[src/rtl/dcc_pkg.sv]
package dcc_pkg;

  typedef enum logic [1:0] {
    STEP_HOLD = 2'd0,
    STEP_INC  = 2'd1,
    STEP_DEC  = 2'd2
  } step_e;

endpackage

[src/rtl/dcc_edge_sync.sv]
module dcc_edge_sync #(
  parameter int STAGES = 2
) (
  input  logic clk,
  input  logic rst_n,
  input  logic async_i,
  output logic level_o,
  output logic rise_o
);

  localparam int LAST = STAGES - 1;

  logic [STAGES-1:0] chain_q;
  logic [STAGES-1:0] chain_d;
  logic              prev_q;

  generate
    if (STAGES == 1) begin : g_single
      always_comb chain_d = async_i;
    end else begin : g_multi
      always_comb chain_d = {chain_q[STAGES-2:0], async_i};
    end
  endgenerate

  // Reset to high: count inputs rest high, so no false edge after reset.
  always_ff @(posedge clk or negedge rst_n) begin
    if (!rst_n) begin
      chain_q <= '1;
      prev_q  <= 1'b1;
    end else begin
      chain_q <= chain_d;
      prev_q  <= chain_q[LAST];
    end
  end

  always_comb begin
    level_o = chain_q[LAST];
    rise_o  = chain_q[LAST] & ~prev_q;
  end

  // a detected edge is a single-cycle pulse
  p_rise_single_r1: assert property (@(posedge clk) disable iff (!rst_n)
    rise_o |=> !rise_o);

  // synchronizer output is high in the first cycle after reset
  p_sync_reset_r9: assert property (@(posedge clk)
    !rst_n |=> (level_o || rst_n));

endmodule

[src/rtl/dcc_step_ctrl.sv]
module dcc_step_ctrl
  import dcc_pkg::*;
(
  input  logic  up_rise_i,
  input  logic  dn_rise_i,
  input  logic  override_i,
  output step_e step_o
);

  always_comb begin
    step_o = STEP_HOLD;
    if (!override_i) begin
      unique case ({up_rise_i, dn_rise_i})
        2'b10:   step_o = STEP_INC;
        2'b01:   step_o = STEP_DEC;
        default: step_o = STEP_HOLD;
      endcase
    end
  end

endmodule

[src/rtl/dcc_count_reg.sv]
module dcc_count_reg
  import dcc_pkg::*;
#(
  parameter int WIDTH = 4
) (
  input  logic             clk,
  input  logic             rst_n,
  input  logic             clear_i,
  input  logic             load_n_i,
  input  logic [WIDTH-1:0] data_i,
  input  step_e            step_i,
  output logic [WIDTH-1:0] cnt_q_o,
  output logic [WIDTH-1:0] count_o
);

  localparam logic [WIDTH-1:0] ONE = WIDTH'(1);
  localparam logic [WIDTH-1:0] TOP = '1;

  logic [WIDTH-1:0] cnt_q;
  logic [WIDTH-1:0] cnt_d;
  logic             cnt_en;

  always_comb begin
    cnt_d = cnt_q;
    unique case (step_i)
      STEP_INC: cnt_d = cnt_q + ONE;
      STEP_DEC: cnt_d = cnt_q - ONE;
      default:  cnt_d = cnt_q;
    endcase
    if (!load_n_i) cnt_d = data_i;
    if (clear_i)   cnt_d = '0;
  end

  always_comb cnt_en = clear_i | ~load_n_i | (step_i != STEP_HOLD);

  always_ff @(posedge clk or negedge rst_n) begin
    if (!rst_n) begin
      cnt_q <= '0;
    end else if (cnt_en) begin
      cnt_q <= cnt_d;
    end
  end

  // Overrides reach the output in the same cycle.
  always_comb begin
    if (clear_i)        count_o = '0;
    else if (!load_n_i) count_o = data_i;
    else                count_o = cnt_q;
  end

  assign cnt_q_o = cnt_q;

  p_step_up_r1: assert property (@(posedge clk) disable iff (!rst_n)
    (step_i == STEP_INC) |=> (cnt_q == WIDTH'($past(cnt_q) + ONE)));

  p_step_dn_r2: assert property (@(posedge clk) disable iff (!rst_n)
    (step_i == STEP_DEC) |=> (cnt_q == WIDTH'($past(cnt_q) - ONE)));

  p_wrap_up_r3: assert property (@(posedge clk) disable iff (!rst_n)
    (step_i == STEP_INC && cnt_q == TOP) |=> (cnt_q == '0));

  p_wrap_dn_r3: assert property (@(posedge clk) disable iff (!rst_n)
    (step_i == STEP_DEC && cnt_q == '0) |=> (cnt_q == TOP));

  p_load_r7: assert property (@(posedge clk) disable iff (!rst_n)
    (!load_n_i && !clear_i) |=> (cnt_q == $past(data_i)));

  p_clear_r8: assert property (@(posedge clk) disable iff (!rst_n)
    clear_i |=> (cnt_q == '0));

endmodule

[src/rtl/dcc_term.sv]
module dcc_term #(
  parameter int WIDTH = 4
) (
  input  logic             clk,
  input  logic             rst_n,
  input  logic [WIDTH-1:0] count_i,
  input  logic             up_lvl_i,
  input  logic             dn_lvl_i,
  output logic             carry_n_o,
  output logic             borrow_n_o
);

  localparam logic [WIDTH-1:0] TOP = '1;

  always_comb begin
    carry_n_o  = ~((count_i == TOP) & ~up_lvl_i);
    borrow_n_o = ~((count_i == '0)  & ~dn_lvl_i);
  end

  p_carry_top_r5: assert property (@(posedge clk) disable iff (!rst_n)
    !carry_n_o |-> (count_i == TOP));

  p_carry_rest_r5: assert property (@(posedge clk) disable iff (!rst_n)
    up_lvl_i |-> carry_n_o);

  p_borrow_zero_r6: assert property (@(posedge clk) disable iff (!rst_n)
    !borrow_n_o |-> (count_i == '0));

  p_borrow_rest_r6: assert property (@(posedge clk) disable iff (!rst_n)
    dn_lvl_i |-> borrow_n_o);

endmodule

[src/rtl/dual_clock_counter.sv]
module dual_clock_counter
  import dcc_pkg::*;
#(
  parameter int CNT_W       = 4,
  parameter int SYNC_STAGES = 2
) (
  input  logic             clk,
  input  logic             rst_n,
  input  logic             inc_clk_i,
  input  logic             dec_clk_i,
  input  logic             load_n_i,
  input  logic [CNT_W-1:0] data_i,
  input  logic             clear_i,
  output logic [CNT_W-1:0] count_o,
  output logic             carry_n_o,
  output logic             borrow_n_o
);

  localparam int N_SRC = 2;
  localparam int IDX_UP = 0;
  localparam int IDX_DN = 1;

  logic [N_SRC-1:0] src_raw;
  logic [N_SRC-1:0] src_lvl;
  logic [N_SRC-1:0] src_rise;
  logic             override;
  step_e            step;
  logic [CNT_W-1:0] cnt_q;

  assign src_raw[IDX_UP] = inc_clk_i;
  assign src_raw[IDX_DN] = dec_clk_i;

  generate
    for (genvar i = 0; i < N_SRC; i++) begin : g_sync
      dcc_edge_sync #(.STAGES(SYNC_STAGES)) u_sync (
        .clk     (clk),
        .rst_n   (rst_n),
        .async_i (src_raw[i]),
        .level_o (src_lvl[i]),
        .rise_o  (src_rise[i])
      );
    end
  endgenerate

  assign override = clear_i | ~load_n_i;

  dcc_step_ctrl u_step (
    .up_rise_i  (src_rise[IDX_UP]),
    .dn_rise_i  (src_rise[IDX_DN]),
    .override_i (override),
    .step_o     (step)
  );

  dcc_count_reg #(.WIDTH(CNT_W)) u_cnt (
    .clk      (clk),
    .rst_n    (rst_n),
    .clear_i  (clear_i),
    .load_n_i (load_n_i),
    .data_i   (data_i),
    .step_i   (step),
    .cnt_q_o  (cnt_q),
    .count_o  (count_o)
  );

  dcc_term #(.WIDTH(CNT_W)) u_term (
    .clk        (clk),
    .rst_n      (rst_n),
    .count_i    (count_o),
    .up_lvl_i   (src_lvl[IDX_UP]),
    .dn_lvl_i   (src_lvl[IDX_DN]),
    .carry_n_o  (carry_n_o),
    .borrow_n_o (borrow_n_o)
  );

  p_both_hold_r4: assert property (@(posedge clk) disable iff (!rst_n)
    (src_rise[IDX_UP] && src_rise[IDX_DN] && !override) |=> $stable(cnt_q));

  p_override_step_r7: assert property (@(posedge clk) disable iff (!rst_n)
    override |-> (step == STEP_HOLD));

  p_clear_out_r8: assert property (@(posedge clk) disable iff (!rst_n)
    clear_i |-> (count_o == '0));

endmodule

[config.mk]
export PLATFORM = sky130hd
export DESIGN_NAME = dual_clock_counter
export DESIGN_NICKNAME = d
export VERILOG_FILES = /design/src/rtl/dcc_pkg.sv /design/src/rtl/dcc_edge_sync.sv /design/src/rtl/dcc_step_ctrl.sv /design/src/rtl/dcc_count_reg.sv /design/src/rtl/dcc_term.sv /design/src/rtl/dual_clock_counter.sv
export SDC_FILE = /design/constraint.sdc
export NUM_CORES = 1
export LEC_CHECK = 0
export CORE_UTILIZATION = 28
export CTS_CLUSTER_SIZE = 12
export DETAILED_ROUTE_END_ITERATION = 12
export DONT_BUFFER_PORTS = 1
export SYNTH_ARGS = -nofsm -noshare
export SYNTH_HDL_FRONTEND = slang
export SYNTH_SLANG_ARGS = --single-unit
[constraint.sdc]
create_clock -name clk -period 3.41 [get_ports clk]
set_input_delay 0.1705 -clock clk [delete_from_list [all_inputs] [get_ports clk]]
set_output_delay 0.1705 -clock clk [all_outputs]
set_load 0.02 [all_outputs]
==> results.toml <==
[routing]
vias = 468
drc_errors = 0
drt-initial-drc-count = 10
vias_per_cell = 4.98
dr.pass1.iters = 4
totalWireLength_mm = 1.22
ant_nets = 0
wire_per_inst_um = 12.9

[yosys]
ys_types = 27
syn_area_um2 = 616
synth_seq_cells = 10
yosysTopAreaCellShare_pct = 25.6
yosys-top-cells-area = "dfstp_2 (26%), dfrtp_1 (16%), ha_1 (8.1%)"
yosys_warnings = 0
synth_fp_nets = 75
yosysTopAreaCell = "dfstp_2"
synthCells = 61
yosysSeqAreaShare_pct = 41.9
avgSynthCellArea_um2 = 10.1

[floorplanning]
dieArea_mm2 = 0.00239
ios = 16
die_h_um = 48.9
fp.dieW_um = 48.9
rows = 16
core_area_mm2 = 0.00202
initial_utilization_pct = 30.4

[flow_run]
drv_cap = 0

[timing]
period_share_pct = 79.0
rsz0062_at_grt = "no"
hold_violations = 0
finClkSkew_ns = 0.00457
tns_ns = 0
relSlewSlack_pct = 65.2
tightest_slew_ns = 0.520
fmax_ghz = 0.371
setup_violations = 0
maxSlewViolCount = 0
finalCriticalPeriod_ns = 2.69

[finish]
layoutNonFillerInstCount = 94
seq_area_um2 = 258
area_delta_synth_final_pct = 17.5
multi_input_area_um2 = 338
drive_above_1_share_pct = 20.9
fillers = 200
antenna_cells = 0
finalNetCount = 82
utilization_pct = 35.8

[power]
powerDensity_mw_per_mm2 = 383
p_leak_uw = 0.000299
ir_drop_mv = 0.210
power.total_uw = 277

[worst_setup_path]
critPathLaunchType = "flop"
end_kind = "flop"
critPathLaunch = "g_sync[1].u_sync.chain_q[1]"
rrSetupSlack_ns = 0.72
critPathKind = "reg2reg"
worst_r2r_path_depth = 10
critPathRequiredTime_ns = 3.57
rr_endpoint = "u_cnt.cnt_q_o[2]"
r2r-start = "g_sync[1].u_sync.chain_q[1]"
path_max_fanout = 5
crit_arrival_ns = 2.85

[hold_path]
hp-class = "in2reg"
hold_depth = 1
holdPathEnd = "u_cnt.cnt_q_o[2]"
worstHoldStart = "load_n_i"

[placement]
hpwl_um = 942
gp_congestion = 0.724
io_buffer_count = 0
placedCellCount = 85

[clocking]
clkTransAtPathRegs_ns = 0.07
clkLatencyLatePin_ns = 0.26
numCtsBuffers = 3
cts_tree = "yes"
cts-root-buf = "clkbuf_4"
cts.htree.levels = 1
clock_path_buffers = 2
clock_sinks = 10
cts_setup_buffers = 0

[global_routing]
grt_pass1_vias = 477
antenna_found_initial = 0
track_usage_pct = 11.2
grt_pass1_wl_mm = 2.07
grt_overflow = 0
grt_max_degree = 15

[outcome]
outcome = "finished, final reports clean"
## flip-flops by register name, indices dropped and copies added, names as in the netlist
signal,count
u_cnt.cnt_q_o,4
g_sync.u_sync.prev_q,2
g_sync.u_sync.chain_q,4
## cell families after synthesis
| family | share of synthesized area (%) |
|---|---|
| DFF | 41.9 |
| and+or+nand+nor | 20.1 |
| AOI/OAI and AO/OA | 14.2 |
| adders and majority gates | 8.13 |
| xor gates and xnor gates | 4.27 |
| muxes | 8.13 |
| buffers and inverters | 3.25 |
## worst max-delay path by stage
stage	endpoint	slack (ns)	cells after the start
after floorplan	u_cnt.cnt_q_o[2]	0.90	10
after CTS	u_cnt.cnt_q_o[2]	0.67	10
after detailed placement	u_cnt.cnt_q_o[2]	0.68	10
final	u_cnt.cnt_q_o[2]	0.72	10
after global placement	u_cnt.cnt_q_o[2]	0.79	10
after global routing	u_cnt.cnt_q_o[2]	0.47	10
## report_power, final
part / internal (µW) / switching, µW
sequential: 128 / 5.92
combinational: 15.7 / 21.3
clock: 64.7 / 41.0
## metrics by stage
step	worst slack [ns]	instance area (µm²)	hold slack, ns
floorplan	0.898	616	-0.125
global placement	0.787	637	-0.125
detailed placement	0.684	637	-0.125
CTS	0.671	723	0.0171
global route	0.472	723	0.0176
finish	0.718	723	0.0162
## cell usage in the layout, fill, tap and decap left out, drive strengths merged
| master | Yosys | final |
|---|---|---|
| a2111oi | 1 | 1 |
| a211oi | 2 | 2 |
| a21oi | 2 | 2 |
| a311oi | 1 | 1 |
| and2b | 1 | 1 |
| clkbuf | 2 | 4 |
| dfrtp | 4 | 4 |
| dfstp | 6 | 6 |
| dlygate4sd3 | 0 | 5 |
| ha | 4 | 4 |
| inv | 2 | 2 |
| mux2i | 5 | 5 |
| nand2 | 2 | 2 |
| nand2b | 1 | 1 |
| nand3 | 1 | 1 |
| nand4 | 1 | 1 |
| nand4b | 1 | 1 |
| nor2 | 10 | 10 |
| nor2b | 2 | 2 |
| nor3 | 1 | 1 |
| o2111a | 1 | 1 |
| o21ai | 4 | 4 |
| or3 | 1 | 1 |
| or4b | 2 | 2 |
| xnor2 | 1 | 1 |
| xor2 | 2 | 2 |
## critical path, cell delays in order (launching register included)
cell,delay [ns]
dfstp_2,0.54
nand2b_1,0.07
or4b_1,0.49
inv_1,0.09
ha_1,0.26
xor2_1,0.18
ha_1,0.16
a21oi_1,0.05
xor2_1,0.17
or3_1,0.31
a311oi_1,0.29
## Yosys cell counts
cell type	count
nor2_1	10
nand3_1	1
nand2_1	2
dfstp_2	6
xnor2_1	1
xor2_1	2
mux2i_1	5
or4b_1	2
a311oi_1	1
or3_1	1
nand4b_1	1
buf_2	1
ha_1	4
and2b_2	1
nand4_1	1
o2111a_1	1
clkbuf_1	2
a21oi_1	2
a2111oi_2	1
o21ai_0	2
o21ai_2	2
a211oi_1	2
inv_1	2
nand2b_1	1
nor3_1	1
dfrtp_1	4
nor2b_1	2
## per-layer routing
metal | GRT usage [%] | part of all wire (%)
met5 | 0 | 0
met4 | 5.39 | 0.82
met3 | 4.67 | 9.1
met2 | 16.7 | 45
met1 | 13.8 | 45
## repair_timing
action                                 CTS  global route
resized for setup                        0             0
endpoints found under the hold margin   16             0
hold buffers                             5             0
## layout make-up
type	count	area share [%]
multi-input cells	46	46.7
flip-flops and latches	10	35.6
repair buffers	5	6.92
clock buffers	4	5.02
well taps	27	4.67
inverters	2	1.04
Power figures use the tool's default switching activity.
